===== src/rtl/snd_pkg.sv =====
// Package snd_pkg
// Shared widths and the per-pulse step rule of the two shift registers.
// Assumes: 4-bit mode code, 4-bit shifter, 5-bit shifter plus one carry bit.
package snd_pkg;

    localparam int MODE_W = 4;
    localparam int FREQ_W = 5;
    localparam int VOL_W  = 4;
    localparam int SR4_W  = 4;
    localparam int SR5_W  = 5;

    typedef struct packed {
        logic [SR4_W-1:0] sr4;
        logic [SR5_W:0]   sr5;   // bit SR5_W is the carry out of the last shift
    } poly_t;

    // Computes the shifter state after one divider pulse in the given mode.
    function automatic poly_t poly_step(input logic [MODE_W-1:0] mode, input poly_t cur);
        poly_t            nxt;
        logic [SR4_W-1:0] lfsr4;
        logic [SR4_W-1:0] fill1;
        logic [SR4_W-1:0] half;
        logic [SR4_W-1:0] six;
        logic [SR5_W:0]   lfsr5;
        logic [SR5_W:0]   join9;
        logic             gate31;
        logic             gate5;
        lfsr4  = (cur.sr4 != '0) ? {cur.sr4[2:0], cur.sr4[3] ^ cur.sr4[2]} : 4'd1;
        fill1  = {cur.sr4[2:0], 1'b1};
        half   = {cur.sr4[2:0], ~cur.sr4[0]};
        six    = {~cur.sr4[2:0], ~cur.sr4[2] & (cur.sr4[2:0] != 3'd0)};
        lfsr5  = (cur.sr5[4:0] != '0) ? {cur.sr5[4:0], cur.sr5[4] ^ cur.sr5[2]} : 6'd1;
        join9  = ((cur.sr5[4:0] != '0) || (cur.sr4 != '0))
                 ? {cur.sr5[4:0], cur.sr4[3] ^ cur.sr5[4]} : 6'd1;
        gate31 = (lfsr5[3:0] == 4'b1000);
        gate5  = lfsr5[4];
        nxt    = cur;
        case (mode)
            4'd0, 4'd11: nxt.sr4 = fill1;
            4'd1:        nxt.sr4 = lfsr4;
            4'd4, 4'd5:  nxt.sr4 = half;
            4'd12, 4'd13: nxt.sr4 = six;
            4'd8: begin
                nxt.sr5 = join9;
                nxt.sr4 = {cur.sr4[2:0], join9[SR5_W]};
            end
            4'd9: begin
                nxt.sr5 = lfsr5;
                nxt.sr4 = {cur.sr4[2:0], lfsr5[SR5_W]};
            end
            4'd2: begin
                nxt.sr5 = lfsr5;
                if (gate31) nxt.sr4 = lfsr4;
            end
            4'd6: begin
                nxt.sr5 = lfsr5;
                if (gate31) nxt.sr4 = half;
            end
            4'd10: begin
                nxt.sr5 = lfsr5;
                if (gate31) nxt.sr4 = {cur.sr4[2:0], lfsr5[4]};
            end
            4'd14: begin
                nxt.sr5 = lfsr5;
                if (gate31) nxt.sr4 = six;
            end
            4'd3: begin
                nxt.sr5 = lfsr5;
                if (gate5) nxt.sr4 = lfsr4;
            end
            4'd7: begin
                nxt.sr5 = lfsr5;
                if (gate5) nxt.sr4 = half;
            end
            default: begin
                nxt.sr5 = lfsr5;
                if (gate5) nxt.sr4 = six;
            end
        endcase
        return nxt;
    endfunction

endpackage


===== src/rtl/snd_freq_div.sv =====
// Module snd_freq_div
// Counts enabled ticks and pulses once every (div_val + 1) of them.
// Assumes: reload wins over a tick in the same cycle; div_val is a registered value.
module snd_freq_div #(
    parameter int CNT_W = 5
) (
    input  logic             clk,
    input  logic             rst_n,
    input  logic             tick_en,
    input  logic             reload,
    input  logic [CNT_W-1:0] div_val,
    output logic             pulse
);

    logic [CNT_W-1:0] cnt_q;

    // A pulse fires on the tick that finds the count at the limit.
    always_comb begin
        pulse = tick_en && !reload && (cnt_q == div_val);
    end

    // Counter: restarts on reset, reload or pulse, else advances per tick.
    always_ff @(posedge clk) begin
        if (!rst_n || reload || pulse) begin
            cnt_q <= '0;
        end else if (tick_en) begin
            cnt_q <= cnt_q + 1'b1;
        end
    end

endmodule


===== src/rtl/snd_poly_gen.sv =====
// Module snd_poly_gen
// Holds the two shift registers of one channel and steps them on each pulse.
// Assumes: mode may change at any time; state is never cleared by a mode change.
module snd_poly_gen
    import snd_pkg::*;
(
    input  logic              clk,
    input  logic              rst_n,
    input  logic              step,
    input  logic [MODE_W-1:0] mode,
    output logic              tone
);

    poly_t state_q;

    // Shift registers: set to one on reset, advanced on every pulse.
    always_ff @(posedge clk) begin
        if (!rst_n) begin
            state_q.sr4 <= SR4_W'(1);
            state_q.sr5 <= (SR5_W + 1)'(1);
        end else if (step) begin
            state_q <= poly_step(mode, state_q);
        end
    end

    // The tone is the top bit of the 4-bit register.
    always_comb begin
        tone = state_q.sr4[SR4_W-1];
    end

endmodule


===== src/rtl/snd_channel.sv =====
// Module snd_channel
// One tone channel: mode, pitch and loudness registers, divider and shifters.
// Assumes: the write strobes are decoded one-hot by the parent.
module snd_channel
    import snd_pkg::*;
#(
    parameter int DATA_W = 8
) (
    input  logic              clk,
    input  logic              rst_n,
    input  logic              tick_en,
    input  logic              wr_mode,
    input  logic              wr_freq,
    input  logic              wr_vol,
    input  logic [DATA_W-1:0] wdata,
    output logic [MODE_W-1:0] mode_q,
    output logic [FREQ_W-1:0] freq_q,
    output logic [VOL_W-1:0]  vol_q,
    output logic              tone
);

    logic pulse;

    // Register file: clears on reset, keeps only the low bits of each write.
    always_ff @(posedge clk) begin
        if (!rst_n) begin
            mode_q <= '0;
            freq_q <= '0;
            vol_q  <= '0;
        end else begin
            if (wr_mode) mode_q <= wdata[MODE_W-1:0];
            if (wr_freq) freq_q <= wdata[FREQ_W-1:0];
            if (wr_vol)  vol_q  <= wdata[VOL_W-1:0];
        end
    end

    snd_freq_div #(
        .CNT_W (FREQ_W)
    ) u_div (
        .clk     (clk),
        .rst_n   (rst_n),
        .tick_en (tick_en),
        .reload  (wr_freq),
        .div_val (freq_q),
        .pulse   (pulse)
    );

    snd_poly_gen u_poly (
        .clk   (clk),
        .rst_n (rst_n),
        .step  (pulse),
        .mode  (mode_q),
        .tone  (tone)
    );

endmodule


===== src/rtl/snd_tone_unit.sv =====
// Module snd_tone_unit
// Two tone channels behind one address decoder with combinational readback.
// Assumes: channel c's registers sit at each base address plus c.
module snd_tone_unit
    import snd_pkg::*;
#(
    parameter int              ADDR_W    = 8,
    parameter int              DATA_W    = 8,
    parameter int              NUM_CH    = 2,
    parameter logic [ADDR_W-1:0] MODE_BASE = 8'h15,
    parameter logic [ADDR_W-1:0] FREQ_BASE = 8'h17,
    parameter logic [ADDR_W-1:0] VOL_BASE  = 8'h19
) (
    input  logic                    clk,
    input  logic                    rst_n,
    input  logic                    tick_en,
    input  logic                    wr_en,
    input  logic [ADDR_W-1:0]       addr,
    input  logic [DATA_W-1:0]       wdata,
    output logic [DATA_W-1:0]       rdata,
    output logic [NUM_CH-1:0]       tone_o,
    output logic [NUM_CH*VOL_W-1:0] vol_o
);

    logic [NUM_CH-1:0] hit_mode;
    logic [NUM_CH-1:0] hit_freq;
    logic [NUM_CH-1:0] hit_vol;
    logic [MODE_W-1:0] mode_r [NUM_CH];
    logic [FREQ_W-1:0] freq_r [NUM_CH];
    logic [VOL_W-1:0]  vol_r  [NUM_CH];

    for (genvar c = 0; c < NUM_CH; c++) begin : g_ch
        // Address match for this channel's three registers.
        always_comb begin
            hit_mode[c] = (addr == MODE_BASE + ADDR_W'(c));
            hit_freq[c] = (addr == FREQ_BASE + ADDR_W'(c));
            hit_vol[c]  = (addr == VOL_BASE  + ADDR_W'(c));
        end

        snd_channel #(
            .DATA_W (DATA_W)
        ) u_chan (
            .clk     (clk),
            .rst_n   (rst_n),
            .tick_en (tick_en),
            .wr_mode (wr_en && hit_mode[c]),
            .wr_freq (wr_en && hit_freq[c]),
            .wr_vol  (wr_en && hit_vol[c]),
            .wdata   (wdata),
            .mode_q  (mode_r[c]),
            .freq_q  (freq_r[c]),
            .vol_q   (vol_r[c]),
            .tone    (tone_o[c])
        );

        // Loudness is passed to the output lane of this channel.
        always_comb begin
            vol_o[c*VOL_W +: VOL_W] = vol_r[c];
        end
    end

    // Readback: the matching register zero-extended, zero for no match.
    always_comb begin
        rdata = '0;
        for (int c = 0; c < NUM_CH; c++) begin
            if (hit_mode[c]) rdata = DATA_W'(mode_r[c]);
            if (hit_freq[c]) rdata = DATA_W'(freq_r[c]);
            if (hit_vol[c])  rdata = DATA_W'(vol_r[c]);
        end
    end

endmodule


===== config.mk =====
export PLATFORM = sky130hd
export DESIGN_NAME = snd_tone_unit
export DESIGN_NICKNAME = d
export VERILOG_FILES = /design/src/rtl/snd_pkg.sv /design/src/rtl/snd_freq_div.sv /design/src/rtl/snd_poly_gen.sv /design/src/rtl/snd_channel.sv /design/src/rtl/snd_tone_unit.sv
export SDC_FILE = /design/constraint.sdc
export NUM_CORES = 1
export LEC_CHECK = 0
export BUFFER_PORTS_ARGS = -buffer_cell sky130_fd_sc_hd__clkbuf_2
export CORE_MARGIN = 2
export CORE_UTILIZATION = 42
export DETAILED_ROUTE_END_ITERATION = 7
export GPL_ROUTABILITY_DRIVEN = 1
export PLACE_DENSITY_LB_ADDON = 0.12
export SETUP_SLACK_MARGIN = 0.3
export SYNTH_ARGS = -nofsm -noshare
export SYNTH_HDL_FRONTEND = slang
export SYNTH_HIERARCHICAL = 1
export SYNTH_SLANG_ARGS = --single-unit

===== constraint.sdc =====
create_clock -name clk -period 2.95 [get_ports clk]
set_input_delay 0 -clock clk [delete_from_list [all_inputs] [get_ports clk]]
set_output_delay 0 -clock clk [all_outputs]
set_load 0.01 [all_outputs]

==> impl_results.html, run 1 <==
<table>
<tr><th>Metric</th><th>Value</th></tr>
<tr><th colspan="2">Floorplanning</th></tr>
<tr><td>Initial core utilization</td><td>43.37%</td></tr>
<tr><td>Vertical die dimension</td><td>90.32 µm</td></tr>
<tr><td>Overall die area</td><td>8157 µm²</td></tr>
<tr><td>Width of the die</td><td>90.32 µm</td></tr>
<tr><td>Count of pins on the block boundary</td><td>38</td></tr>
<tr><td>Placeable core area</td><td>7214 µm²</td></tr>
<tr><td>Number of placement rows</td><td>31</td></tr>
<tr><th colspan="2">Power and ir drop</th></tr>
<tr><td>P per Cell Area</td><td>between 300 and 400 nW/µm²</td></tr>
<tr><td>IR Drop Worst-Case VDD</td><td>0.1899 mV</td></tr>
<tr><td>Static Leak</td><td>1.280 nW</td></tr>
<tr><th colspan="2">Routing</th></tr>
<tr><td>DRT iter0 DRCs</td><td>73</td></tr>
<tr><td>Antenna viol nets, final</td><td>0</td></tr>
<tr><td>Via count normalized by instance count</td><td>roughly 5.3</td></tr>
<tr><td>Number of iterations in the first detailed-routing pass</td><td>8</td></tr>
<tr><td>Total routed wirelength</td><td>6653 µm</td></tr>
<tr><td>Remaining routing DRC violations</td><td>0</td></tr>
<tr><td>Via count</td><td>2362</td></tr>
<tr><td>Per-cell routed wire length</td><td>14.82 µm</td></tr>
<tr><th colspan="2">Yosys</th></tr>
<tr><td>Synth unique cells</td><td>66</td></tr>
<tr><td>Register bit total from synthesis</td><td>54</td></tr>
<tr><td>Register area share after synthesis</td><td>approximately 35%</td></tr>
<tr><td>Average cell area after synthesis</td><td>9.840 µm²</td></tr>
<tr><td>Most frequent cells after synthesis</td><td>sky130_fd_sc_hd__dfxtp_1 (54), sky130_fd_sc_hd__mux2i_1 (39), sky130_fd_sc_hd__nor2b_1 (29)</td></tr>
<tr><td>Async set or reset register ratio after synthesis</td><td>0%</td></tr>
<tr><td>Cells after Synth</td><td>318</td></tr>
<tr><td>Primary FF master, synth</td><td>sky130_fd_sc_hd__dfxtp_1</td></tr>
<tr><td>Largest cells by area after synthesis</td><td>sky130_fd_sc_hd__dfxtp_1 (35%), sky130_fd_sc_hd__mux2i_1 (12%), sky130_fd_sc_hd__nor2b_1 (5.8%)</td></tr>
<tr><td>Synth top area share</td><td>roughly a third</td></tr>
<tr><td>Most common cell in the synthesized netlist</td><td>sky130_fd_sc_hd__dfxtp_1</td></tr>
<tr><td>Warning count from the yosys run</td><td>6</td></tr>
<tr><td>Post-synth top area cell</td><td>sky130_fd_sc_hd__dfxtp_1</td></tr>
<tr><td>EDFF count, synth</td><td>0</td></tr>
<tr><td>Synthesized area</td><td>3129 µm²</td></tr>
<tr><th colspan="2">Global routing</th></tr>
<tr><td>Number of global-route vias before repair</td><td>2206</td></tr>
<tr><td>Global-route congestion overflow total</td><td>0</td></tr>
<tr><td>Overall global routing resource usage</td><td>16.92%</td></tr>
<tr><td>Antenna violations before repair</td><td>0</td></tr>
<tr><td>Wire length of the first global-routing pass</td><td>~11000 µm</td></tr>
<tr><td>Largest net degree at the start of global routing</td><td>19</td></tr>
<tr><th colspan="2">Critical path</th></tr>
<tr><td>Data arrival time of the critical path</td><td>2.46 ns</td></tr>
<tr><td>CP Class</td><td>flop to flop</td></tr>
<tr><td>Worst EP required</td><td>3.19 ns</td></tr>
<tr><td>Source of the worst register-to-register timing path</td><td>g_ch[1].u_chan/u_div/cnt_q[2]$_SDFFE_PP0P_</td></tr>
<tr><td>Type of element capturing the critical path</td><td>flop</td></tr>
<tr><td>Setup crit start kind</td><td>flop</td></tr>
<tr><td>RR Endpoint</td><td>g_ch[1].u_chan/u_poly/tone$_SDFFE_PN0P_</td></tr>
<tr><td>Worst R2R Setup Slack</td><td>around 0.73 ns</td></tr>
<tr><td>Top fanout value on the critical path</td><td>7</td></tr>
<tr><td>Register-to-Register Path Depth</td><td>6</td></tr>
<tr><th colspan="2">Clock network</th></tr>
<tr><td>Clock-pin slew reported for the worst setup and hold paths after clock tree synthesis</td><td>0.09 ns</td></tr>
<tr><td>Post-CTS Resized</td><td>0</td></tr>
<tr><td>Max H-tree Level</td><td>2</td></tr>
<tr><td>CTS Buf Count</td><td>5</td></tr>
<tr><td>Buffer type at the clock tree root</td><td>sky130_fd_sc_hd__clkbuf_8</td></tr>
<tr><td>CTS Buffer Depth</td><td>2</td></tr>
<tr><td>Number of post-CTS setup repair buffers</td><td>0</td></tr>
<tr><td>CTS tree</td><td>done</td></tr>
<tr><td>Hold-fix buffers at CTS</td><td>1</td></tr>
<tr><td>Number of clock sinks</td><td>54</td></tr>
<tr><td>Clock latency at the later pin of the worst-skew pair</td><td>~0.31 ns</td></tr>
<tr><th colspan="2">Timing</th></tr>
<tr><td>Number of pins exceeding their max-slew limit in the final report</td><td>0</td></tr>
<tr><td>Actual transition at the worst max-transition pin</td><td>roughly 0.69 ns</td></tr>
<tr><td>Fmax achieved</td><td>~450 MHz</td></tr>
<tr><td>Relative slew slack</td><td>53.83%</td></tr>
<tr><td>Clock skew</td><td>0.003864 ns</td></tr>
<tr><td>Share of the clock period used by the worst path after layout</td><td>between 70% and 80%</td></tr>
<tr><td>Final setup viols</td><td>0</td></tr>
<tr><td>Post-layout min period</td><td>2.219 ns</td></tr>
<tr><td>RSZ-0062 raised after global routing</td><td>false</td></tr>
<tr><td>Hold Slack</td><td>0.06549 ns</td></tr>
<tr><td>Hold Fails Final Rpt</td><td>0</td></tr>
<tr><td>Accumulated negative setup slack</td><td>0 ns</td></tr>
<tr><th colspan="2">Finish</th></tr>
<tr><td>P&amp;R area growth vs syn</td><td>9.916%</td></tr>
<tr><td>Final-stage net count</td><td>373</td></tr>
<tr><td>Total of fill cells in the finished design</td><td>~720</td></tr>
<tr><td>Layout Cells excl Fill</td><td>449</td></tr>
<tr><td>Ant diodes</td><td>0</td></tr>
<tr><td>Share of layout cells above drive strength 1</td><td>19.71%</td></tr>
<tr><th colspan="2">Status</th></tr>
<tr><td>Result of the run</td><td>finished clean</td></tr>
<tr><th colspan="2">Worst hold path</th></tr>
<tr><td>Hold Path End</td><td>g_ch[1].u_chan/vol_q[2]$_SDFFE_PN0P_</td></tr>
<tr><td>Hold path start</td><td>wdata[2]</td></tr>
<tr><td>Number of instances on the worst hold path</td><td>3</td></tr>
<tr><td>Worst min path class</td><td>input port to flop</td></tr>
<tr><th colspan="2">Run</th></tr>
<tr><td>Max-capacitance violation count</td><td>0</td></tr>
<tr><th colspan="2">Placed design</th></tr>
<tr><td>Number of I/O port buffers</td><td>31</td></tr>
<tr><td>Number of placed instances, taps included</td><td>440</td></tr>
<tr><td>Routability congestion estimate</td><td>0.7915</td></tr>
<tr><td>Detail Placement HPWL</td><td>4859 µm</td></tr>
</table>
## critical path, cell delays in order, from the launching register on
cell                      delay, ns
sky130_fd_sc_hd__dfxtp_1       0.36
sky130_fd_sc_hd__xor2_1        0.18
sky130_fd_sc_hd__nor4_2        0.57
sky130_fd_sc_hd__and2_1        0.33
sky130_fd_sc_hd__nand3_4       0.15
sky130_fd_sc_hd__or3_1         0.39
sky130_fd_sc_hd__a21oi_1       0.16
## flip-flops by register name (all words and copies together), names as in the netlist
register                    flops
g_ch.u_chan/freq_q             10
g_ch.u_chan/mode_q              8
g_ch.u_chan/u_div/cnt_q        10
g_ch.u_chan/u_poly/state_q     16
g_ch.u_chan/u_poly/tone         2
g_ch.u_chan/vol_q               8
## layer usage
layer  global-route usage [%]  routed length (µm)  part of all wire, %  vias to the layer above
met2                    25.88                2900                   44                       51
met3                    3.339                 281                  4.2                        7
met1                    24.13                3391                   51                     1090
li1                         -                   -                    -                     1214
met5                        0                   0                    0                        -
met4                    5.128                  80                  1.2                        0
## how the worst max path moves through the flow
stage                                                          start                                            end  slack, ns  cells after the start
final                     g_ch[1].u_chan/u_div/cnt_q[2]$_SDFFE_PP0P_        g_ch[1].u_chan/u_poly/tone$_SDFFE_PN0P_       0.73                      6
after global routing      g_ch[0].u_chan/u_div/cnt_q[2]$_SDFFE_PP0P_  g_ch[0].u_chan/u_poly/state_q[0]$_SDFFE_PN1P_       0.57                      6
after CTS                 g_ch[1].u_chan/u_div/cnt_q[1]$_SDFFE_PP0P_        g_ch[1].u_chan/u_poly/tone$_SDFFE_PN0P_       0.73                      6
after detailed placement                                     addr[4]        g_ch[1].u_chan/u_poly/tone$_SDFFE_PN0P_       0.73                      9
after global placement                                       addr[4]  g_ch[1].u_chan/u_poly/state_q[0]$_SDFFE_PN1P_       0.76                      9
after floorplan           g_ch[0].u_chan/u_div/cnt_q[2]$_SDFFE_PP0P_  g_ch[0].u_chan/u_poly/state_q[0]$_SDFFE_PN1P_       1.04                      7
## power by group
group | switching, mW | internal, mW | leakage [nW] | total [mW]
registers | 0.0112 | 0.739 | 0.437 | 0.750
clock network | 0.238 | 0.190 | 0.0482 | 0.428
logic | 0.0719 | 0.0509 | 0.795 | 0.123
total | 0.321 | 0.980 | 1.28 | 1.30
## through the flow
step | area, µm² | setup slack [ns] | utilization [%] | total power, mW
finish | 3440 | 0.7307 | 47.68 | 1.300
global placement | 3338 | 0.7646 | 46.27 | 0.8872
detailed placement | 3338 | 0.7349 | 46.27 | 0.8891
global route | 3440 | 0.5674 | 47.68 | 1.363
CTS | 3440 | 0.7296 | 47.68 | 1.325
floorplan | 3137 | 1.036 | - | 0.8468
## cells in the final DEF (no fill, tap or decap), drive strengths merged, types with 7 or more instances in the layout
| cell | instances |
|---|---|
| inv | 9 |
| mux2 | 8 |
| nor2b | 30 |
| a21oi | 9 |
| a211oi | 14 |
| nor2 | 17 |
| xnor2 | 7 |
| nand2 | 10 |
| dfxtp | 54 |
| clkbuf | 38 |
| mux2i | 39 |
| xor2 | 18 |
## layout make-up
cell class              count  area (µm²)  share of cell area, %
inverters                  10       37.54                  1.091
clock inverters             1       5.005                 0.1455
well taps                  99       123.9                  3.601
clock buffers               7       86.33                  2.510
repair buffers             37       202.7                  5.893
flip-flops and latches     54        1081                  31.43
multi-input cells         241        1903                  55.33
## cells by family after synthesis
group,share of synthesized area [%]
adders and majority gates,1.599
other,0.1198
buffers and inverters,4.878
muxes,15.47
AOI/OAI and AO/OA,13.04
xor gates and xnor gates,6.997
DFF,34.55
and+or+nand+nor,23.35
Note: power is estimated with default switching activity, not from simulation.
==> run 2: changes to the inputs <==
--- a/config.mk
+++ b/config.mk
@@ -5,6 +5,7 @@
 export SDC_FILE = /design/constraint.sdc
 export NUM_CORES = 1
 export LEC_CHECK = 0
+export ABC_AREA = 1
 export BUFFER_PORTS_ARGS = -buffer_cell sky130_fd_sc_hd__clkbuf_2
 export CORE_MARGIN = 2
 export CORE_UTILIZATION = 42
==> constraint.sdc (replaced) <==
create_clock -name clk -period 2.1 [get_ports clk]
set_input_delay 0 -clock clk [delete_from_list [all_inputs] [get_ports clk]]
set_output_delay 0 -clock clk [all_outputs]
set_load 0.01 [all_outputs]
==> run 2 against run 1 <==
- final cell count rose by 55%
- critical path type unchanged
- utilization fell by 0.78 points
- non-clock buffer count rose by 1
- sequential share of layout area fell by 2.9 points
- clock skew rose by 0.0065 ns
- first-iteration DRC count rose by 110%
==> impl_results.html, run 2 <==
<table>
<tr><th>Metric</th><th>Value</th></tr>
<tr><th colspan="2">Yosys</th></tr>
<tr><td>Register area share after synthesis</td><td>31.42% (-3.1 points)</td></tr>
<tr><td>Share of the synthesized netlist area taken by xor and xnor gates</td><td>2.291% (-4.7 points)</td></tr>
<tr><td>Async set or reset register ratio after synthesis</td><td>0% (unchanged)</td></tr>
<tr><td>Cells after Synth</td><td>555 (+75%)</td></tr>
<tr><td>Synthesized-area fraction occupied by adder cells</td><td>1.455% (-0.14 points)</td></tr>
<tr><td>Post-synth top area cell</td><td>sky130_fd_sc_hd__dfxtp_1</td></tr>
<tr><td>Largest cells by area after synthesis</td><td>sky130_fd_sc_hd__dfxtp_1 (31%), sky130_fd_sc_hd__nand2_1 (19%), sky130_fd_sc_hd__nor2_1 (10%)</td></tr>
<tr><td>Share of synthesized area spent on multiplexers</td><td>0% (-15 points)</td></tr>
<tr><td>Combinational family with the most area after synthesis</td><td>simple AND/OR/NAND/NOR gates</td></tr>
<tr><td>Synth unique cells</td><td>33 (-50%)</td></tr>
<tr><td>Most common cell in the synthesized netlist</td><td>sky130_fd_sc_hd__nand2_1</td></tr>
<tr><td>Most frequent cells after synthesis</td><td>sky130_fd_sc_hd__nand2_1 (172), sky130_fd_sc_hd__nor2_1 (93), sky130_fd_sc_hd__inv_1 (67)</td></tr>
<tr><td>Register bit total from synthesis</td><td>54 (unchanged)</td></tr>
<tr><td>Average cell area after synthesis</td><td>6.200 µm² (-37%)</td></tr>
<tr><td>EDFF count, synth</td><td>0 (unchanged)</td></tr>
<tr><td>Synth top area share</td><td>31.42% (-3.1 points)</td></tr>
<tr><td>Synthesized area</td><td>3441 µm² (+10%)</td></tr>
<tr><td>Warning count from the yosys run</td><td>6 (unchanged)</td></tr>
<tr><td>Synthesized-area fraction occupied by and/or/nand/nor cells</td><td>46.69% (+23 points)</td></tr>
<tr><td>Synth Area in Compound Gates</td><td>6.327% (-6.7 points)</td></tr>
<tr><td>Primary FF master, synth</td><td>sky130_fd_sc_hd__dfxtp_1</td></tr>
<tr><th colspan="2">Placed design</th></tr>
<tr><td>Number of I/O port buffers</td><td>31 (unchanged)</td></tr>
<tr><td>Placed Area</td><td>3699 µm² (+11%)</td></tr>
<tr><td>Detail Placement HPWL</td><td>5741 µm (+18%)</td></tr>
<tr><td>Routability congestion estimate</td><td>0.7845 (-0.88%)</td></tr>
<tr><th colspan="2">Global routing</th></tr>
<tr><td>Largest net degree at the start of global routing</td><td>23 (+4)</td></tr>
<tr><td>Wire length of the first global-routing pass</td><td>12960 µm (+15%)</td></tr>
<tr><td>Antenna violations before repair</td><td>0 (unchanged)</td></tr>
<tr><td>Global-route congestion overflow total</td><td>0 (unchanged)</td></tr>
<tr><td>Overall global routing resource usage</td><td>18.05% (+1.1 points)</td></tr>
<tr><td>Number of global-route vias before repair</td><td>2881 (+31%)</td></tr>
<tr><th colspan="2">Worst hold path</th></tr>
<tr><td>Worst min path class</td><td>input port to flop</td></tr>
<tr><td>Hold path start</td><td>wdata[3]</td></tr>
<tr><td>Number of instances on the worst hold path</td><td>5 (+2)</td></tr>
<tr><td>Hold Path End</td><td>g_ch[1].u_chan/vol_q[3]$_SDFFE_PN0P_</td></tr>
<tr><th colspan="2">Timing</th></tr>
<tr><td>RSZ-0062 raised after global routing</td><td>false</td></tr>
<tr><td>Post-layout min period</td><td>1.492 ns (-0.7276 ns)</td></tr>
<tr><td>Clock skew</td><td>0.01031 ns (+0.006451 ns)</td></tr>
<tr><td>Actual transition at the worst max-transition pin</td><td>0.5376 ns (-0.1534 ns)</td></tr>
<tr><td>Number of pins exceeding their max-slew limit in the final report</td><td>0 (unchanged)</td></tr>
<tr><td>Share of the clock period used by the worst path after layout</td><td>71.04% (-4.2 points)</td></tr>
<tr><td>Hold Fails Final Rpt</td><td>0 (unchanged)</td></tr>
<tr><td>Accumulated negative setup slack</td><td>0 ns (unchanged)</td></tr>
<tr><td>Final setup viols</td><td>0 (unchanged)</td></tr>
<tr><td>Fmax achieved</td><td>670.4 MHz (+49%)</td></tr>
<tr><td>Relative slew slack</td><td>63.88% (+10 points)</td></tr>
<tr><th colspan="2">Floorplanning</th></tr>
<tr><td>Overall die area</td><td>8932 µm² (+9.5%)</td></tr>
<tr><td>Count of pins on the block boundary</td><td>38 (unchanged)</td></tr>
<tr><td>Initial core utilization</td><td>42.52% (-0.86 points)</td></tr>
<tr><td>Vertical die dimension</td><td>94.51 µm (+4.6%)</td></tr>
<tr><td>Width of the die</td><td>94.51 µm (+4.6%)</td></tr>
<tr><td>Placeable core area</td><td>8093 µm² (+12%)</td></tr>
<tr><td>Number of placement rows</td><td>33 (+6.5%)</td></tr>
<tr><th colspan="2">Finish</th></tr>
<tr><td>Top flop regs</td><td>g_ch.u_chan/u_poly/state_q x16, g_ch.u_chan/freq_q x10, g_ch.u_chan/u_div/cnt_q x10</td></tr>
<tr><td>Share of layout cells above drive strength 1</td><td>19.32% (-0.39 points)</td></tr>
<tr><td>Layout Cell Area excl Fill</td><td>3795 µm² (+10%)</td></tr>
<tr><td>Number of flip-flops under the largest register name</td><td>16 (unchanged)</td></tr>
<tr><td>Most common cell after layout, fill and taps aside</td><td>sky130_fd_sc_hd__nand2_1</td></tr>
<tr><td>Top library cells by usage in the layout, fill and taps aside</td><td>sky130_fd_sc_hd__nand2_1 (172), sky130_fd_sc_hd__nor2_1 (93), sky130_fd_sc_hd__inv_1 (67), sky130_fd_sc_hd__dfxtp_1 (54), sky130_fd_sc_hd__clkbuf_2 (31)</td></tr>
<tr><td>Ant diodes</td><td>0 (unchanged)</td></tr>
<tr><td>Register with the most flip-flops</td><td>g_ch.u_chan/u_poly/state_q</td></tr>
<tr><td>Total of fill cells in the finished design</td><td>898 (+24%)</td></tr>
<tr><td>P&amp;R area growth vs syn</td><td>10.29%</td></tr>
<tr><td>Final-stage net count</td><td>613 (+64%)</td></tr>
<tr><th colspan="2">Critical path</th></tr>
<tr><td>RR Endpoint</td><td>g_ch[1].u_chan/u_poly/state_q[4]$_SDFFE_PN0P_</td></tr>
<tr><td>CP Class</td><td>flop to flop</td></tr>
<tr><td>Data arrival time of the critical path</td><td>1.74 ns (-0.72 ns)</td></tr>
<tr><td>Source of the worst register-to-register timing path</td><td>g_ch[1].u_chan/u_div/cnt_q[2]$_SDFFE_PP0P_</td></tr>
<tr><td>Type of element capturing the critical path</td><td>flop</td></tr>
<tr><td>Top fanout value on the critical path</td><td>7 (unchanged)</td></tr>
<tr><td>Setup crit start kind</td><td>flop</td></tr>
<tr><td>Register-to-Register Path Depth</td><td>10 (+4)</td></tr>
<tr><td>Worst EP required</td><td>2.35 ns (-0.84 ns)</td></tr>
<tr><td>Worst R2R Setup Slack</td><td>0.61 ns (-0.12 ns)</td></tr>
<tr><th colspan="2">Clock network</th></tr>
<tr><td>CTS Buf Count</td><td>5 (unchanged)</td></tr>
<tr><td>Clock-pin slew reported for the worst setup and hold paths after clock tree synthesis</td><td>0.10 ns (about the same)</td></tr>
<tr><td>Hold-fix buffers at CTS</td><td>1 (unchanged)</td></tr>
<tr><td>Buffer type at the clock tree root</td><td>sky130_fd_sc_hd__clkbuf_8</td></tr>
<tr><td>CTS tree</td><td>done</td></tr>
<tr><td>Clock latency at the later pin of the worst-skew pair</td><td>0.31 ns (about the same)</td></tr>
<tr><td>Number of clock sinks</td><td>54 (unchanged)</td></tr>
<tr><td>Post-CTS Resized</td><td>0 (unchanged)</td></tr>
<tr><td>Number of post-CTS setup repair buffers</td><td>0 (unchanged)</td></tr>
<tr><td>Max H-tree Level</td><td>2 (unchanged)</td></tr>
<tr><td>CTS Buffer Depth</td><td>2 (unchanged)</td></tr>
<tr><th colspan="2">Routing</th></tr>
<tr><td>Antenna viol nets, final</td><td>0 (unchanged)</td></tr>
<tr><td>Per-cell routed wire length</td><td>10.57 µm (-29%)</td></tr>
<tr><td>Total routed wirelength</td><td>7346 µm (+10%)</td></tr>
<tr><td>Via count normalized by instance count</td><td>4.584 (-13%)</td></tr>
<tr><td>Number of iterations in the first detailed-routing pass</td><td>4 (-4)</td></tr>
<tr><td>Via count</td><td>3186 (+35%)</td></tr>
<tr><td>DRT iter0 DRCs</td><td>153 (+110%)</td></tr>
<tr><td>Remaining routing DRC violations</td><td>0 (unchanged)</td></tr>
<tr><th colspan="2">Status</th></tr>
<tr><td>Result of the run</td><td>finished clean</td></tr>
<tr><th colspan="2">Run</th></tr>
<tr><td>Max-capacitance violation count</td><td>0 (unchanged)</td></tr>
<tr><th colspan="2">Power and ir drop</th></tr>
<tr><td>P per Cell Area</td><td>497.9 nW/µm² (+32%)</td></tr>
<tr><td>Static Leak</td><td>1.766 nW (+38%)</td></tr>
<tr><td>IR Drop Worst-Case VDD</td><td>0.2467 mV (+30%)</td></tr>
</table>
==> run 2: cell types whose count changed in the layout (fill, tap and decap cells not counted), moves of 10 or more <==
cell                       delta
sky130_fd_sc_hd__nor2b_1     -29
sky130_fd_sc_hd__inv_2       +16
sky130_fd_sc_hd__a211oi_1    -13
sky130_fd_sc_hd__inv_1       +59
sky130_fd_sc_hd__nand2_1    +162
sky130_fd_sc_hd__nand3_1     +24
sky130_fd_sc_hd__xor2_1      -10
sky130_fd_sc_hd__nor2_2      +22
sky130_fd_sc_hd__a21oi_1     +10
sky130_fd_sc_hd__mux2i_1     -39
sky130_fd_sc_hd__nor2_1      +76
==> run 2: worst max-delay path, stage by stage (launching register included) <==
cell	delay, ns
sky130_fd_sc_hd__dfxtp_1	0.39
sky130_fd_sc_hd__inv_2	0.07
sky130_fd_sc_hd__nand2_1	0.06
sky130_fd_sc_hd__nand2_1	0.05
sky130_fd_sc_hd__nor2_2	0.10
sky130_fd_sc_hd__nand3_2	0.13
sky130_fd_sc_hd__inv_1	0.15
sky130_fd_sc_hd__nand3_2	0.14
sky130_fd_sc_hd__inv_2	0.13
sky130_fd_sc_hd__o21ai_0	0.08
sky130_fd_sc_hd__a21oi_1	0.13
==> run 2: report_power, final <==
group          total [mW]  internal (mW)  switching [mW]
combinational       0.239         0.0839           0.155
sequential           1.07           1.04          0.0212
clock               0.586          0.237           0.349
==> run 2: routing by layer <==
metal	GRT usage (%)	part of all wire (%)	wire length [µm]
met3	3.432	3.2	234
met2	29.46	45	3308
met5	0	0	0
met1	24.29	50	3684
met4	5.314	1.6	119
==> run 2: stage by stage <==
step	power [mW]	std cells	utilization (%)	hold slack, ns	setup slack [ns]
after floorplan	1.264	557	-	0.1204	0.5957
after global placement	1.325	686	45.70	0.2994	0.4651
after detailed placement	1.328	686	45.70	0.3036	0.4368
after CTS	1.924	695	46.89	0.03121	0.5841
after global routing	1.999	695	46.89	0.04418	0.4302
final	1.890	695	46.89	0.04002	0.6083
==> run 2: worst max-delay path by stage <==
stage | from | end | cells past startpoint
after floorplan | addr[5] | g_ch[1].u_chan/u_poly/state_q[4]$_SDFFE_PN0P_ | 14
after global placement | addr[5] | g_ch[0].u_chan/u_poly/tone$_SDFFE_PN0P_ | 16
after detailed placement | addr[5] | g_ch[1].u_chan/u_poly/state_q[4]$_SDFFE_PN0P_ | 15
after CTS | g_ch[1].u_chan/u_div/cnt_q[2]$_SDFFE_PP0P_ | g_ch[1].u_chan/u_poly/state_q[3]$_SDFFE_PN0P_ | 10
after global routing | g_ch[1].u_chan/u_div/cnt_q[0]$_SDFFE_PP0P_ | g_ch[1].u_chan/u_poly/state_q[4]$_SDFFE_PN0P_ | 10
final | g_ch[1].u_chan/u_div/cnt_q[2]$_SDFFE_PP0P_ | g_ch[1].u_chan/u_poly/state_q[4]$_SDFFE_PN0P_ | 10
==> run 2: logic make-up (layout without fill, tap and decap cells) <==
group,count (synthesis),in the layout
simple gates,354,354
xor+xnor,9,9
compound gates,36,36
fa+ha+maj,4,4
other cells,1,3
flops,54,54
buf+inv,97,130
==> run 2: area by class of cell <==
type                    count  area (µm²)  area share [%]
inverters                  84       315.3           8.309
multi-input cells         406        1971           51.93
clock buffers               6       72.57           1.912
clock inverters             2       13.76          0.3627
well taps                 105       131.4           3.462
flip-flops and latches     54        1081           28.49
repair buffers             38       210.2           5.539
==> run 3: changes to the inputs <==
==> constraint.sdc (replaced) <==
create_clock -name clk -period 1.6 [get_ports clk]
set_input_delay 0 -clock clk [delete_from_list [all_inputs] [get_ports clk]]
set_output_delay 0 -clock clk [all_outputs]
set_load 0.01 [all_outputs]
==> run 3 against run 2 <==
- non-clock buffer count increased by 20
- worst setup slack got worse by 0.36 ns
- clock power is 60% higher
- combinational power up 59%
- utilization grew 4.7 points
- global-route usage up 0.13 points
- total power is 44% higher
- hold slack worse by 0.0058 ns
- sequential cell count unchanged
- sequential power up 31%
- routed wire length up 6.9%
- critical endpoint is now g_ch[1].u_chan/u_poly/tone$_SDFFE_PN0P_
- clock skew fell by 0.0041 ns
==> impl_results.html, run 3 (synthesized netlist as in run 2, its figures left out) <==
<table>
<tr><th>Metric</th><th>Value</th></tr>
<tr><th colspan="2">Placed design</th></tr>
<tr><td>Number of I/O port buffers</td><td>31 (unchanged)</td></tr>
<tr><td>Detail Placement HPWL</td><td>5783 µm (+0.73%)</td></tr>
<tr><td>Routability congestion estimate</td><td>0.8201 (+4.5%)</td></tr>
<tr><td>Pre-CTS setup slack</td><td>0.07656 ns (-0.3602 ns)</td></tr>
<tr><th colspan="2">Floorplanning</th></tr>
<tr><td>Width of the die</td><td>94.51 µm (unchanged)</td></tr>
<tr><td>Placeable core area</td><td>8093 µm² (unchanged)</td></tr>
<tr><td>Vertical die dimension</td><td>94.51 µm (unchanged)</td></tr>
<tr><td>Number of placement rows</td><td>33 (unchanged)</td></tr>
<tr><td>Count of pins on the block boundary</td><td>38 (unchanged)</td></tr>
<tr><td>Initial core utilization</td><td>42.52% (unchanged)</td></tr>
<tr><td>Overall die area</td><td>8932 µm² (unchanged)</td></tr>
<tr><th colspan="2">Timing</th></tr>
<tr><td>Final setup viols</td><td>0 (unchanged)</td></tr>
<tr><td>Hold Fails Final Rpt</td><td>0 (unchanged)</td></tr>
<tr><td>Final setup slack of the worst path</td><td>0.2494 ns (-0.3588 ns)</td></tr>
<tr><td>Post-layout min period</td><td>1.351 ns (-0.1412 ns)</td></tr>
<tr><td>Share of the clock period used by the worst path after layout</td><td>84.41% (+13 points)</td></tr>
<tr><td>Actual transition at the worst max-transition pin</td><td>0.5900 ns (+0.05240 ns)</td></tr>
<tr><td>Number of pins exceeding their max-slew limit in the final report</td><td>0 (unchanged)</td></tr>
<tr><td>Fmax achieved</td><td>740.4 MHz (+10%)</td></tr>
<tr><td>RSZ-0062 raised after global routing</td><td>true</td></tr>
<tr><td>Accumulated negative setup slack</td><td>0 ns (unchanged)</td></tr>
<tr><td>Clock skew</td><td>0.006218 ns (-0.004096 ns)</td></tr>
<tr><td>Relative slew slack</td><td>60.36% (-3.5 points)</td></tr>
<tr><th colspan="2">Worst hold path</th></tr>
<tr><td>Worst min path class</td><td>input port to flop</td></tr>
<tr><th colspan="2">Clock network</th></tr>
<tr><td>CTS tree</td><td>done</td></tr>
<tr><td>CTS Buffer Depth</td><td>2 (unchanged)</td></tr>
<tr><td>Clock-pin slew reported for the worst setup and hold paths after clock tree synthesis</td><td>0.10 ns (about the same)</td></tr>
<tr><td>CTS Buf Count</td><td>5 (unchanged)</td></tr>
<tr><td>Clock latency at the later pin of the worst-skew pair</td><td>0.31 ns (about the same)</td></tr>
<tr><td>Max H-tree Level</td><td>2 (unchanged)</td></tr>
<tr><td>Buffer type at the clock tree root</td><td>sky130_fd_sc_hd__clkbuf_8</td></tr>
<tr><td>Number of clock sinks</td><td>54 (unchanged)</td></tr>
<tr><th colspan="2">Routing</th></tr>
<tr><td>DRT iter0 DRCs</td><td>142 (-7.2%)</td></tr>
<tr><td>Total routed wirelength</td><td>7856 µm (+6.9%)</td></tr>
<tr><td>Per-cell routed wire length</td><td>10.99 µm (+4.0%)</td></tr>
<tr><td>Antenna viol nets, final</td><td>0 (unchanged)</td></tr>
<tr><td>Number of iterations in the first detailed-routing pass</td><td>4 (unchanged)</td></tr>
<tr><td>Via count normalized by instance count</td><td>4.648 (+1.4%)</td></tr>
<tr><td>Remaining routing DRC violations</td><td>0 (unchanged)</td></tr>
<tr><td>Via count</td><td>3323 (+4.3%)</td></tr>
<tr><th colspan="2">Finish</th></tr>
<tr><td>Share of layout cells above drive strength 1</td><td>31.48% (+12 points)</td></tr>
<tr><td>Top flop regs</td><td>g_ch.u_chan/u_poly/state_q x16, g_ch.u_chan/freq_q x10, g_ch.u_chan/u_div/cnt_q x10</td></tr>
<tr><td>Top library cells by usage in the layout, fill and taps aside</td><td>sky130_fd_sc_hd__nand2_1 (159), sky130_fd_sc_hd__nor2_1 (91), sky130_fd_sc_hd__inv_1 (60), sky130_fd_sc_hd__clkbuf_2 (30), sky130_fd_sc_hd__dfxtp_1 (29)</td></tr>
<tr><td>Ant diodes</td><td>0 (unchanged)</td></tr>
<tr><td>Most common cell after layout, fill and taps aside</td><td>sky130_fd_sc_hd__nand2_1</td></tr>
<tr><td>P&amp;R area growth vs syn</td><td>21.24%</td></tr>
<tr><td>Number of flip-flops under the largest register name</td><td>16 (unchanged)</td></tr>
<tr><td>Register with the most flip-flops</td><td>g_ch.u_chan/u_poly/state_q</td></tr>
<tr><td>Final-stage net count</td><td>633 (+3.3%)</td></tr>
<tr><th colspan="2">Global routing</th></tr>
<tr><td>Antenna violations before repair</td><td>0 (unchanged)</td></tr>
<tr><td>Largest net degree at the start of global routing</td><td>22 (-4.3%)</td></tr>
<tr><td>Overall global routing resource usage</td><td>18.18% (+0.13 points)</td></tr>
<tr><td>Global-route congestion overflow total</td><td>0 (unchanged)</td></tr>
<tr><td>Wire length of the first global-routing pass</td><td>13100 µm (+1.1%)</td></tr>
<tr><td>Number of global-route vias before repair</td><td>2970 (+3.1%)</td></tr>
<tr><th colspan="2">Critical path</th></tr>
<tr><td>Top fanout value on the critical path</td><td>8 (+1)</td></tr>
<tr><td>Data arrival time of the critical path</td><td>1.57 ns (-0.17 ns)</td></tr>
<tr><td>Critical Path Max Stage Delay</td><td>0.37 ns (-0.02 ns)</td></tr>
<tr><td>Setup crit start kind</td><td>flop</td></tr>
<tr><td>Cell family contributing the most delay on the critical path</td><td>simple AND/OR/NAND/NOR gates</td></tr>
<tr><td>Worst EP required</td><td>1.82 ns (-0.53 ns)</td></tr>
<tr><td>CP Class</td><td>flop to flop</td></tr>
<tr><td>Cell with the largest stage delay on the worst path</td><td>sky130_fd_sc_hd__dfxtp_2</td></tr>
<tr><td>CP Cell Sequence</td><td>inv_1, nand2_1, nand2_2, nor2_4, nand3_4, inv_4, nand3_4, nor2_4, nand3_2, nand2_1, inv_1</td></tr>
<tr><td>Buffers &amp; Inverters on Critical Path</td><td>3 (unchanged)</td></tr>
<tr><td>Type of element capturing the critical path</td><td>flop</td></tr>
<tr><th colspan="2">Power and ir drop</th></tr>
<tr><td>Portion of total power attributed to combinational logic</td><td>14.0% (+1.4 points)</td></tr>
<tr><td>Net switching fraction of the power</td><td>26.92% (-0.87 points)</td></tr>
<tr><td>Internal power</td><td>1.984 mW (+45%)</td></tr>
<tr><td>Static Leak</td><td>1.909 nW (+8.1%)</td></tr>
<tr><td>P per Cell Area</td><td>650.8 nW/µm² (+31%)</td></tr>
<tr><td>Power share of the clock group</td><td>34.5% (+3.5 points)</td></tr>
<tr><td>IR Drop Worst-Case VDD</td><td>0.3792 mV (+54%)</td></tr>
<tr><td>Net Switching</td><td>0.7308 mW (+39%)</td></tr>
<tr><td>Relative contribution of sequential cells to total power</td><td>51.5% (-4.9 points)</td></tr>
<tr><th colspan="2">Run</th></tr>
<tr><td>Max-capacitance violation count</td><td>0 (unchanged)</td></tr>
<tr><th colspan="2">Status</th></tr>
<tr><td>Result of the run</td><td>finished clean</td></tr>
</table>
[run 3: worst register-to-register path: cells and delay by family (launching register included)]
kind / cells / cell delay (ns)
buffers and inverters: 3 / 0.16
DFF: 1 / 0.37
and+or+nand+nor: 8 / 0.73
[run 3: metrics by stage]
stage               util [%]  total power, mW  area (µm²)  hold slack, ns  instances
global placement       46.40            1.749        3755          0.3043        690
CTS                    49.71            2.729        4023         0.02458        710
finish                 51.55            2.715        4172         0.03423        715
detailed placement     46.40            1.754        3755          0.3042        690
global route           51.55            2.871        4172         0.03182        715
floorplan                  -            1.665        3483          0.1204        557
[run 3: cell type report]
cell class / count / area (µm²)
multi-input combinational: 406 / 2111
timing repair buffer: 58 / 371.6
tap: 105 / 131.4
clock buffer: 5 / 68.82
inverter: 84 / 330.3
fill: 870 / 3921
clock inverter: 3 / 43.79
sequential: 54 / 1115
[run 3: what timing repair did]
action	in CTS	in global routing
resized for setup	26	46
setup buffers	11	5
hold buffers	1	0
endpoints found under the setup margin	19	22
hold endpoints to repair	2	0
pin swaps	15	19
[run 3: power groups by stage]
stage               Clock (mW)  Sequential, mW  Combinational, mW
finish                   0.937            1.40              0.379
global placement             0            1.43              0.319
floorplan                    0            1.43              0.240
global route              1.04            1.40              0.426
CTS                      0.979            1.40              0.350
detailed placement           0            1.43              0.324
[run 3: final timing paths]
check,from,end,slack (ns),cells past startpoint
worst min-delay path,wdata[3],g_ch[1].u_chan/freq_q[3]$_SDFFE_PN0P_,0.03,5
worst max register to register,g_ch[1].u_chan/freq_q[1]$_SDFFE_PN0P_,g_ch[1].u_chan/u_poly/tone$_SDFFE_PN0P_,0.25,11
worst min register to register,g_ch[1].u_chan/u_poly/state_q[7]$_SDFFE_PN0P_,g_ch[1].u_chan/u_poly/state_q[8]$_SDFFE_PN0P_,0.49,2
worst max-delay path,g_ch[1].u_chan/freq_q[1]$_SDFFE_PN0P_,g_ch[1].u_chan/u_poly/tone$_SDFFE_PN0P_,0.25,11
[run 3: per-layer routing]
layer | up-vias | track usage (%) | part of all wire (%)
li1 | 1791 | - | -
met1 | 1482 | 23.92 | 47
met2 | 45 | 31.19 | 49
met3 | 5 | 3.352 | 3.2
met4 | 0 | 3.744 | 0.81
met5 | - | 0 | 0
